--- src/rtl/dtc_pkg.sv ---
package dtc_pkg;
  localparam int CMD_W = 4;

  typedef enum logic [1:0] {
    RSP_DONE  = 2'd0,
    RSP_RETRY = 2'd1,
    RSP_ABORT = 2'd2
  } rsp_e;

  localparam logic [CMD_W-1:0] CMD_IO_RD  = 4'b0010;
  localparam logic [CMD_W-1:0] CMD_IO_WR  = 4'b0011;
  localparam logic [CMD_W-1:0] CMD_MEM_RD = 4'b0110;

  function automatic logic cmd_delayable(input logic [CMD_W-1:0] c);
    return (c == CMD_IO_RD) || (c == CMD_IO_WR) || (c == CMD_MEM_RD);
  endfunction
endpackage

--- src/rtl/dtc_hold_filter.sv ---
module dtc_hold_filter #(
  parameter int   STABLE  = 2,
  parameter logic RST_VAL = 1'b0
) (
  input  logic clk,
  input  logic rst,
  input  logic raw,
  output logic filt
);
  logic [STABLE-1:1] hist;
  logic              agree;

  always_comb begin
    agree = 1'b1;
    for (int i = 1; i < STABLE; i++) begin
      if (hist[i] != raw) agree = 1'b0;
    end
  end

  always_ff @(posedge clk) begin
    if (rst) begin
      hist <= {(STABLE-1){RST_VAL}};
      filt <= RST_VAL;
    end else begin
      hist[1] <= raw;
      for (int i = 2; i < STABLE; i++) hist[i] <= hist[i-1];
      if (agree) filt <= raw;
    end
  end

  // the filtered value only moves to a value the input already had
  p_filter_tracks_r7: assert property (@(posedge clk) disable iff (rst)
    (filt != $past(filt)) |-> ($past(raw) == filt));
endmodule

--- src/rtl/dtc_discard_timer.sv ---
module dtc_discard_timer #(
  parameter int TW = 15
) (
  input  logic clk,
  input  logic rst,
  input  logic clr_n,
  input  logic run,
  input  logic flush,
  output logic hit
);
  localparam logic [TW-1:0] T_MAX = {TW{1'b1}};
  logic [TW-1:0] count;

  always_ff @(posedge clk or negedge clr_n) begin
    if (!clr_n)             count <= '0;
    else if (rst)           count <= '0;
    else if (run && !flush) count <= count + 1'b1;
    else                    count <= '0;
  end

  assign hit = run && (count == T_MAX);

  // an idle slot leaves the counter at zero
  p_idle_count_zero_r6: assert property (@(posedge clk) disable iff (rst || !clr_n)
    !run |=> (count == '0));
endmodule

--- src/rtl/dtc_slot.sv ---
module dtc_slot #(
  parameter int AW = 32
) (
  input  logic                     clk,
  input  logic                     rst,
  input  logic                     clr_n,
  input  logic                     store,
  input  logic                     complete,
  input  logic                     timer_hit,
  input  logic                     cpl_in,
  input  logic [AW-1:0]            cur_addr,
  input  logic [dtc_pkg::CMD_W-1:0] cur_cmd,
  output logic                     busy,
  output logic                     cpl_flag,
  output logic                     match,
  output logic                     expire_n
);
  logic [AW-1:0]             held_addr;
  logic [dtc_pkg::CMD_W-1:0] held_cmd;

  assign match = busy && (held_addr == cur_addr) && (held_cmd == cur_cmd);

  always_ff @(posedge clk or negedge clr_n) begin
    if (!clr_n) begin
      busy      <= 1'b0;
      cpl_flag  <= 1'b0;
      held_addr <= '0;
      held_cmd  <= '0;
      expire_n  <= 1'b1;
    end else if (rst) begin
      busy      <= 1'b0;
      cpl_flag  <= 1'b0;
      held_addr <= '0;
      held_cmd  <= '0;
      expire_n  <= 1'b1;
    end else begin
      expire_n <= 1'b1;
      if (store) begin
        busy      <= 1'b1;
        cpl_flag  <= 1'b0;
        held_addr <= cur_addr;
        held_cmd  <= cur_cmd;
      end else if (busy && complete) begin
        busy     <= 1'b0;
        cpl_flag <= 1'b0;
      end else if (busy && timer_hit) begin
        busy     <= 1'b0;
        cpl_flag <= 1'b0;
        expire_n <= 1'b0;
      end else if (busy && cpl_in) begin
        cpl_flag <= 1'b1;
      end
    end
  end

  // expiry pulse lasts one cycle
  p_expire_one_cycle_r6: assert property (@(posedge clk) disable iff (rst || !clr_n)
    !expire_n |=> expire_n);
  // the slot is empty while the expiry pulse is shown
  p_expire_frees_slot_r6: assert property (@(posedge clk) disable iff (rst || !clr_n)
    !expire_n |-> !busy);
  // completion flag only exists for an occupied slot
  p_cpl_needs_busy_r5: assert property (@(posedge clk) disable iff (rst || !clr_n)
    cpl_flag |-> busy);
endmodule

--- src/rtl/dtc_ready_gen.sv ---
module dtc_ready_gen #(
  parameter int DELAY = 16
) (
  input  logic clk,
  input  logic rst,
  input  logic clr_n,
  output logic ready
);
  localparam int CNT_W = $clog2(DELAY + 1);
  localparam logic [CNT_W-1:0] C_END  = CNT_W'(DELAY);
  localparam logic [CNT_W-1:0] C_LAST = CNT_W'(DELAY - 1);
  logic [CNT_W-1:0] cnt;

  always_ff @(posedge clk or negedge clr_n) begin
    if (!clr_n) begin
      cnt   <= '0;
      ready <= 1'b0;
    end else if (rst) begin
      cnt   <= '0;
      ready <= 1'b0;
    end else if (cnt != C_END) begin
      cnt   <= cnt + 1'b1;
      ready <= (cnt == C_LAST);
    end
  end

  // reset forces ready low at the following edge
  p_ready_low_r11: assert property (@(posedge clk)
    rst |=> !ready);
endmodule

--- src/rtl/dly_txn_ctrl.sv ---
module dly_txn_ctrl #(
  parameter int AW          = 32,
  parameter int TIMER_W     = 15,
  parameter int HOLD_CYCLES = 2,
  parameter int READY_DELAY = 16
) (
  input  logic                      clk,
  input  logic                      rst,
  input  logic                      fifo_clr_n,
  input  logic                      req_valid,
  input  logic [dtc_pkg::CMD_W-1:0] req_cmd,
  input  logic [AW-1:0]             req_addr,
  input  logic                      cpl_ready,
  input  logic                      app_delay_n,
  input  logic                      app_retry_n,
  input  logic                      app_abort,
  output logic                      resp_valid,
  output logic [1:0]                resp_code,
  output logic                      slot_busy,
  output logic                      expire_n,
  output logic                      local_ready
);
  import dtc_pkg::*;

  logic delay_n_f, retry_n_f, abort_f;
  logic mode_held, mode_eff;
  logic busy, cpl_flag, match, timer_hit;
  logic do_store, do_complete;
  rsp_e code_d;

  dtc_hold_filter #(.STABLE(HOLD_CYCLES), .RST_VAL(1'b1)) i_flt_delay (
    .clk(clk), .rst(rst), .raw(app_delay_n), .filt(delay_n_f));
  dtc_hold_filter #(.STABLE(HOLD_CYCLES), .RST_VAL(1'b1)) i_flt_retry (
    .clk(clk), .rst(rst), .raw(app_retry_n), .filt(retry_n_f));
  dtc_hold_filter #(.STABLE(HOLD_CYCLES), .RST_VAL(1'b0)) i_flt_abort (
    .clk(clk), .rst(rst), .raw(app_abort), .filt(abort_f));

  // delayed mode is frozen while the slot is occupied
  assign mode_eff = busy ? mode_held : !delay_n_f;

  always_ff @(posedge clk) begin
    if (rst) mode_held <= 1'b0;
    else     mode_held <= mode_eff;
  end

  always_comb begin
    do_store    = 1'b0;
    do_complete = 1'b0;
    code_d      = RSP_DONE;
    if (abort_f) begin
      code_d = RSP_ABORT;
    end else if (!retry_n_f) begin
      code_d = RSP_RETRY;
    end else if (mode_eff && cmd_delayable(req_cmd)) begin
      if (!busy) begin
        do_store = req_valid;
        code_d   = RSP_RETRY;
      end else if (match && cpl_flag) begin
        do_complete = req_valid;
        code_d      = RSP_DONE;
      end else begin
        code_d = RSP_RETRY;
      end
    end
  end

  dtc_discard_timer #(.TW(TIMER_W)) i_timer (
    .clk(clk), .rst(rst), .clr_n(fifo_clr_n),
    .run(busy), .flush(do_complete), .hit(timer_hit));

  dtc_slot #(.AW(AW)) i_slot (
    .clk(clk), .rst(rst), .clr_n(fifo_clr_n),
    .store(do_store), .complete(do_complete), .timer_hit(timer_hit),
    .cpl_in(cpl_ready), .cur_addr(req_addr), .cur_cmd(req_cmd),
    .busy(busy), .cpl_flag(cpl_flag), .match(match), .expire_n(expire_n));

  dtc_ready_gen #(.DELAY(READY_DELAY)) i_ready (
    .clk(clk), .rst(rst), .clr_n(fifo_clr_n), .ready(local_ready));

  always_ff @(posedge clk) begin
    if (rst) begin
      resp_valid <= 1'b0;
      resp_code  <= RSP_DONE;
    end else begin
      resp_valid <= req_valid;
      resp_code  <= code_d;
    end
  end

  assign slot_busy = busy;

  // every request gets a response at the next edge
  p_resp_follows_req_r2: assert property (@(posedge clk) disable iff (rst)
    req_valid |=> resp_valid);
  // a held abort answers every request with abort
  p_abort_wins_r8: assert property (@(posedge clk) disable iff (rst)
    (req_valid && abort_f) |=> (resp_code == RSP_ABORT));
  // clear leaves no occupied slot
  p_clear_empties_r10: assert property (@(posedge clk)
    !fifo_clr_n |-> !busy);
endmodule

--- config.mk ---
export PLATFORM = sky130hd
export DESIGN_NAME = dly_txn_ctrl
export DESIGN_NICKNAME = d
export VERILOG_FILES = /design/src/rtl/dtc_pkg.sv /design/src/rtl/dtc_hold_filter.sv /design/src/rtl/dtc_discard_timer.sv /design/src/rtl/dtc_slot.sv /design/src/rtl/dtc_ready_gen.sv /design/src/rtl/dly_txn_ctrl.sv
export SDC_FILE = /design/constraint.sdc
export NUM_CORES = 1
export LEC_CHECK = 0
export ABC_AREA = 1
export BUFFER_PORTS_ARGS = -buffer_cell sky130_fd_sc_hd__clkbuf_2
export CORE_ASPECT_RATIO = 0.6
export CORE_MARGIN = 2
export CORE_UTILIZATION = 57
export DETAILED_ROUTE_END_ITERATION = 10
export PLACE_DENSITY_LB_ADDON = 0.25
export SYNTH_ARGS = -nofsm -noshare
export SYNTH_HDL_FRONTEND = slang
export SYNTH_SLANG_ARGS = --single-unit
--- constraint.sdc ---
create_clock -name clk -period 1.78 [get_ports clk]
set_input_delay 0.178 -clock clk [delete_from_list [all_inputs] [get_ports clk]]
set_output_delay 0.178 -clock clk [all_outputs]
set_load 0.01 [all_outputs]
==> results of run 1 <==
==> final cells by class <==
type	instances	area (sq um)	share of cell area, %
clock buffer	13	169	4.16
clock inverter	3	42.5	1.05
inverter	72	270	6.66
multi-input combinational	275	1420	35.0
sequential	70	1700	42.0
tap	80	100	2.47
timing repair buffer	58	353	8.69
==> stage by stage <==
stage                     power, uW  setup TNS [ns]  hold WS, ns  std cells
after floorplan                1760               0       -0.118        425
after global placement         1880               0        0.137        553
after detailed placement       1890               0        0.136        553
after CTS                      3230               0      0.00932        570
after global routing           3330         -0.0305       0.0234        571
final                          3200               0       0.0253        571
==> kinds of logic after synthesis <==
logic type                 after synthesis  synth area share (%)
buffers and inverters                   80                  9.90
xor gates and xnor gates                20                  5.08
and+or+nand+nor                        198                  25.4
adders and majority gates                4                  1.45
AOI/OAI and AO/OA                       53                  8.81
DFF                                     70                  49.3
==> routing by layer <==
layer | routed length, microns | GRT usage, %
met5 | 0 | 0
met4 | 46 | 8.11
met3 | 495 | 7.24
met2 | 3130 | 36.2
met1 | 3610 | 33.0
==> worst register-to-register path, stage by stage (launching register included) <==
cell,delay [ns]
dfrtp_1,0.37
ha_2,0.19
nand2_1,0.06
nor2_2,0.10
nand4_1,0.16
nor2_2,0.23
nand2_2,0.10
nor2_2,0.11
nor2_1,0.07
nand3_1,0.10
nand2_1,0.06
==> sequential cells by signal, summed over array words and instances, names as in the netlist, 2 cells and up <==
name / count
i_ready.cnt: 5
i_slot.held_addr: 32
i_slot.held_cmd: 4
i_timer.count: 15
resp_code: 2
==> power by group through the flow <==
stage                     clock network, uW  registers [uW]  logic, uW
after detailed placement                  0            1650        240
after global placement                    0            1650        234
after global routing                   1440            1620        277
after floorplan                           0            1640        112
after CTS                              1370            1610        244
final                                  1350            1620        243
==> final timing paths <==
kind / startpoint / to / depth (start not counted)
min reg2reg: i_flt_retry.filt$_SDFFE_PP1N_ / resp_code[0]$_SDFF_PP0_ / 1
max: i_timer.count[0]$_DFF_PN0_ / i_slot.busy$_DFFE_PN0P_ / 10
max in group asynchronous: fifo_clr_n / i_slot.expire_n$_DFF_PN1_ / 3
max reg2reg: i_timer.count[0]$_DFF_PN0_ / i_slot.busy$_DFFE_PN0P_ / 10
min in group asynchronous: fifo_clr_n / i_slot.held_addr[2]$_DFFE_PN0P_ / 2
min: app_abort / i_flt_abort.hist$_SDFF_PP0_ / 3
==> repair_timing <==
| action | in CTS | in global routing |
|---|---|---|
| setup endpoints to repair | 0 | 5 |
| gates resized for setup | 0 | 6 |
| hold buffers | 1 | 0 |
| setup buffers | 0 | 1 |
| hold endpoints to repair | 15 | 0 |
==> layout by cell type (no fill, tap or decap), drive strengths merged <==
cell and n:
dlygate4sd3 1, o21ai 17, nand4 8, ha 4, buf 8, and3 1, o211a 1, clkinvlp 1
nor4 1, or2 2, nor3 2, xor2 11, a21oi 12, nand2 123, a211oi 1, xnor2 9
clkbuf 62, and2 1, clkinv 2, o22ai 22, dfrtp 59, dfstp 1, nor2 45, nand3 13
dfxtp 10, inv 71, nand3b 2, bufinv 1
==> results.json, run 1 <==
{
  "synthArstFlopShare_pct": 85.7,
  "die-area_sq_mm": 0.00671,
  "tritoncts": "done",
  "cts_made_buffers": 9,
  "worstPathCellList": "ha_2, nand2_1, nor2_2, nand4_1, nor2_2, nand2_2, nor2_2, nor2_1, nand3_1, nand2_1",
  "p_per_area_mw_per_mm2": 789,
  "slowest_stage": "dfrtp_1",
  "remaining_drc_errors": 0,
  "critPathLaunchType": "flip-flop",
  "synthFlopType": "dfrtp_1",
  "io_pins": 50,
  "grt_antenna_before_repair": 0,
  "path_max_fanout": 3,
  "fin_worst_skew_ns": 0.00968,
  "max_freq_mhz": 600,
  "antenna_cells": 0,
  "dp_hpwl_microns": 5230,
  "p_sw_share_pct": 23.2,
  "first_iter_violations": 139,
  "die_w_microns": 104,
  "combPwrFrac_pct": 7.6,
  "wirelength_microns": 7280,
  "utilization_pct": 71.2,
  "viasPerCell": 4.95,
  "synth_fp_nets": 473,
  "required_ns": 2.03,
  "grt_usage_pct": 23.9,
  "switchingPower_uw": 744,
  "status": "finished clean",
  "grt_pass1_wl_microns": 12500,
  "clock_sinks": 70,
  "synth_commonest_cells": "nand2_1, inv_1, dfrtp_1",
  "clock_power_share_pct": 42.0,
  "setup_viol": 0,
  "crit_family": "simple AND/OR/NAND/NOR gates",
  "avgSynthCellArea_sq_um": 8.12,
  "yosys-top-cells-area": "dfrtp_1, nand2_1, inv_1, dfxtp_1, o22ai_1",
  "worst_slack_ns": 0.113,
  "synth-seq-area-share_pct": 49.3,
  "vias": 2826,
  "irDropWorstVdd_mv": 0.553,
  "finalHoldViolCount": 0,
  "worst_pin_slew_ns": 0.432,
  "power.internal_uw": 2460,
  "fillers": 454,
  "cts_root_buf": "clkbuf_8",
  "synth_edf_count": 0,
  "min_period_over_period_pct": 93.6,
  "slew_headroom_pct": 71.2,
  "crit_type": "flip-flop to flip-flop",
  "drv_cap": 0,
  "avgRoutedWirePerCell_microns": 12.7,
  "yosysTopAreaCellShare_pct": 42.8,
  "grt_start_max_net_pins": 46,
  "pre_cts_slack_ns": 0.123,
  "power.leakage_uw": 0.00201,
  "pwr-share-seq_pct": 50.4,
  "yosys.area.top_type": "dfrtp_1",
  "end_kind": "flip-flop",
  "synth-seq-cells": 70,
  "area_growth_pct": 17.6,
  "syn_area_sq_mm": 0.00345,
  "yosysMostFrequentCell": "nand2_1",
  "portBuffers": 49,
  "drive_gt1_share_pct": 21.0,
  "rows": 21,
  "yosysWarnings": 0,
  "slew_violations": 0,
  "htree_levels": 3,
  "start_util_pct": 60.5,
  "crit_buf_inv": 0,
  "clkTransAtPathRegs_ns": 0.07,
  "place_area_sq_mm": 0.00381,
  "cpPeakStageDelay_ns": 0.37,
  "clock_latency_ns": 0.35,
  "drt_pass1_iterations": 4,
  "synth_cells": 425,
  "antenna_left": 0,
  "fp.dieH_microns": 64.3,
  "grt_overflow": 0,
  "min_period_ns": 1.67,
  "synth_cell_types": 36,
  "cp.arrival_ns": 1.91,
  "cpMostUsedCell": "nor2_2",
  "coreArea_sq_mm": 0.00570,
  "grt_pass1_vias": 2751,
  "gp_congestion": 0.871,
  "cts_max_path_buffers": 2,
  "layout.nets": 534,
  "hold_class": "primary input to flip-flop",
  "reg2reg_setup_slack_ns": 0.11,
  "final_area_sq_mm": 0.00406
}
Note: power is estimated with default switching activity, not from simulation.
==> inputs of run 2 (changes only) <==
--- a/config.mk
+++ b/config.mk
@@ -11,6 +11,7 @@
 export CORE_MARGIN = 2
 export CORE_UTILIZATION = 57
 export DETAILED_ROUTE_END_ITERATION = 10
+export GPL_TIMING_DRIVEN = 0
 export PLACE_DENSITY_LB_ADDON = 0.25
 export SYNTH_ARGS = -nofsm -noshare
 export SYNTH_HDL_FRONTEND = slang
==> run 2 against run 1 <==
Effect of this change: utilization rose by 2.3 points; setup slack got worse by 0.067 ns; maximum frequency fell by 3.9%; worst hold slack improved by 0.0013 ns; sequential power barely moved; die area did not move; via count rose by 3.0%; total power rose by 2.2%; largest cell class unchanged.
==> results.json, run 2 (same netlist as run 1, synthesis figures left out) <==
{
  "status": "finished clean",
  "clock_latency_ns": 0.35,
  "path_max_fanout": 8,
  "slew_headroom_pct": 45.1,
  "p_per_area_mw_per_mm2": 781,
  "fp.dieH_microns": 64.3,
  "end_kind": "flip-flop",
  "required_ns": 2.02,
  "finalHoldViolCount": 0,
  "viasPerCell": 4.99,
  "antenna_left": 0,
  "worst_pin_slew_ns": 0.824,
  "grt_pass1_wl_microns": 12800,
  "hp-start": "app_abort",
  "irDropWorstVdd_mv": 0.467,
  "cts_made_buffers": 9,
  "pwr-share-seq_pct": 49.3,
  "rsz0062_at_grt": "yes",
  "p_sw_share_pct": 23.0,
  "critPathLaunchType": "flip-flop",
  "start_util_pct": 60.5,
  "most-common-layout-cells": "nand2_1, inv_1, dfrtp_1",
  "hold_class": "primary input to flip-flop",
  "worstHoldPathCells": 3,
  "cp.arrival_ns": 1.98,
  "switchingPower_uw": 753,
  "area_growth_pct": 21.5,
  "grt_start_max_net_pins": 61,
  "clock_sinks": 70,
  "timing.hold.ws_ns": 0.0266,
  "setup_viol": 0,
  "total_power_uw": 3270,
  "io_pins": 50,
  "antenna_cells": 0,
  "clkTransAtPathRegs_ns": 0.07,
  "grt_antenna_before_repair": 0,
  "clock_power_share_pct": 43.1,
  "dp_hpwl_microns": 5450,
  "worst_r2r_startpoint": "i_slot.busy$_DFFE_PN0P_",
  "tritoncts": "done",
  "worst-r2r-cell-count": 11,
  "utilization_pct": 73.5,
  "fin_worst_skew_ns": 0.00701,
  "cts_max_path_buffers": 2,
  "min_period_over_period_pct": 97.4,
  "hold_end": "i_flt_abort.hist$_SDFF_PP0_",
  "gp_congestion": 0.823,
  "remaining_drc_errors": 0,
  "portBuffers": 49,
  "layout.nets": 546,
  "largest_reg_flops": 32,
  "drt_pass1_iterations": 4,
  "combPwrFrac_pct": 7.5,
  "pre_cts_slack_ns": -0.0169,
  "drv_cap": 0,
  "grt_usage_pct": 24.8,
  "rows": 21,
  "htree_levels": 3,
  "slew_violations": 0,
  "worst_slack_ns": 0.0460,
  "min_period_ns": 1.73,
  "reg_top3": "i_slot.held_addr: 32 flops, i_timer.count: 15 flops, i_ready.cnt: 5 flops",
  "cts_root_buf": "clkbuf_8",
  "coreArea_sq_mm": 0.00570,
  "die_w_microns": 104,
  "crit_type": "flip-flop to flip-flop",
  "grt_overflow": 0,
  "drive_gt1_share_pct": 23.7,
  "power.internal_uw": 2520,
  "vias": 2910,
  "wirelength_microns": 7850,
  "reg2reg_setup_slack_ns": 0.05,
  "final_common_cell": "nand2_1",
  "fillers": 441,
  "grt_pass1_vias": 2760,
  "power.leakage_uw": 0.00208,
  "avgRoutedWirePerCell_microns": 13.5,
  "max_freq_mhz": 577,
  "regMostFlops": "i_slot.held_addr",
  "regToRegEndpoint": "i_timer.count[7]$_DFF_PN0_",
  "first_iter_violations": 238,
  "die-area_sq_mm": 0.00671
}
## run 2: cell types whose count changed in the layout (fill, tap and decap cells not counted), sizes merged
cell,previous run,this run
bufinv,1,2
buf,8,17
clkinvlp,1,0
clkbuf,62,64
clkinv,2,3
## run 2: area by class of cell
type	instances	area (sq um)	share of cell area (%)
flip-flops and latches	70	1700	40.6
multi-input cells	275	1460	34.9
repair buffers	62	365	8.72
inverters	72	270	6.45
clock buffers	12	145	3.46
well taps	80	100	2.39
plain buffers	8	76.3	1.82
clock inverters	4	70.1	1.67
## run 2: metrics by stage
| stage | setup TNS [ns] | std cells | area [sq um] |
|---|---|---|---|
| 2_1_floorplan | 0 | 425 | 3450 |
| 3_3_place_gp | 0 | 554 | 3800 |
| 3_5_place_dp | -0.0217 | 554 | 3800 |
| 4_1_cts | 0 | 572 | 4040 |
| 5_1_grt | -0.655 | 583 | 4190 |
| 6_report | 0 | 583 | 4190 |
## run 2: power by group through the flow
stage	Sequential (uW)	Combinational [uW]	Clock, uW
3_3_place_gp	1650	227	0
5_1_grt	1620	279	1500
3_5_place_dp	1650	235	0
2_1_floorplan	1640	112	0
6_report	1610	246	1410
4_1_cts	1610	239	1430
## run 2: repair_timing
item	4_1_cts	5_1_grt
hold endpoints to repair	59	0
setup buffers	1	10
gates cloned	0	1
endpoints found under the setup margin	3	46
pin swaps	3	14
hold buffers	1	0
resized for setup	2	18
## run 2: worst max-delay path, stage by stage, from the launching register on
cell and delay, ns:
dfrtp_1 0.37, buf_6 0.15, nand2_2 0.07, a21oi_2 0.12, nand3_2 0.10, nor2_1 0.11
nand2_1 0.07, nor2_2 0.17, nand3_4 0.12, nand3_4 0.15, clkbuf_16 0.18, nor2_2 0.03
## run 2: layer usage
layer  routed length [microns]  global-route usage [%]
met5                         0                       0
met4                        78                    4.90
met3                       427                    7.86
met2                      3480                    36.4
met1                      3860                    36.1
## run 2: worst max-delay path by stage
stage                                                 from                          end  slack, ns  cells past startpoint
after floorplan                 i_timer.count[0]$_DFF_PN0_      i_slot.busy$_DFFE_PN0P_       0.24                     10
after global placement    i_slot.held_addr[13]$_DFFE_PN0P_  i_timer.count[10]$_DFF_PN0_       0.04                     11
after detailed placement        i_timer.count[0]$_DFF_PN0_      i_slot.busy$_DFFE_PN0P_      -0.02                     10
after CTS                 i_slot.held_addr[13]$_DFFE_PN0P_  i_timer.count[10]$_DFF_PN0_       0.04                     11
after global routing       i_slot.held_addr[9]$_DFFE_PN0P_   i_timer.count[8]$_DFF_PN0_      -0.07                     12
final                              i_slot.busy$_DFFE_PN0P_   i_timer.count[7]$_DFF_PN0_       0.05                     11
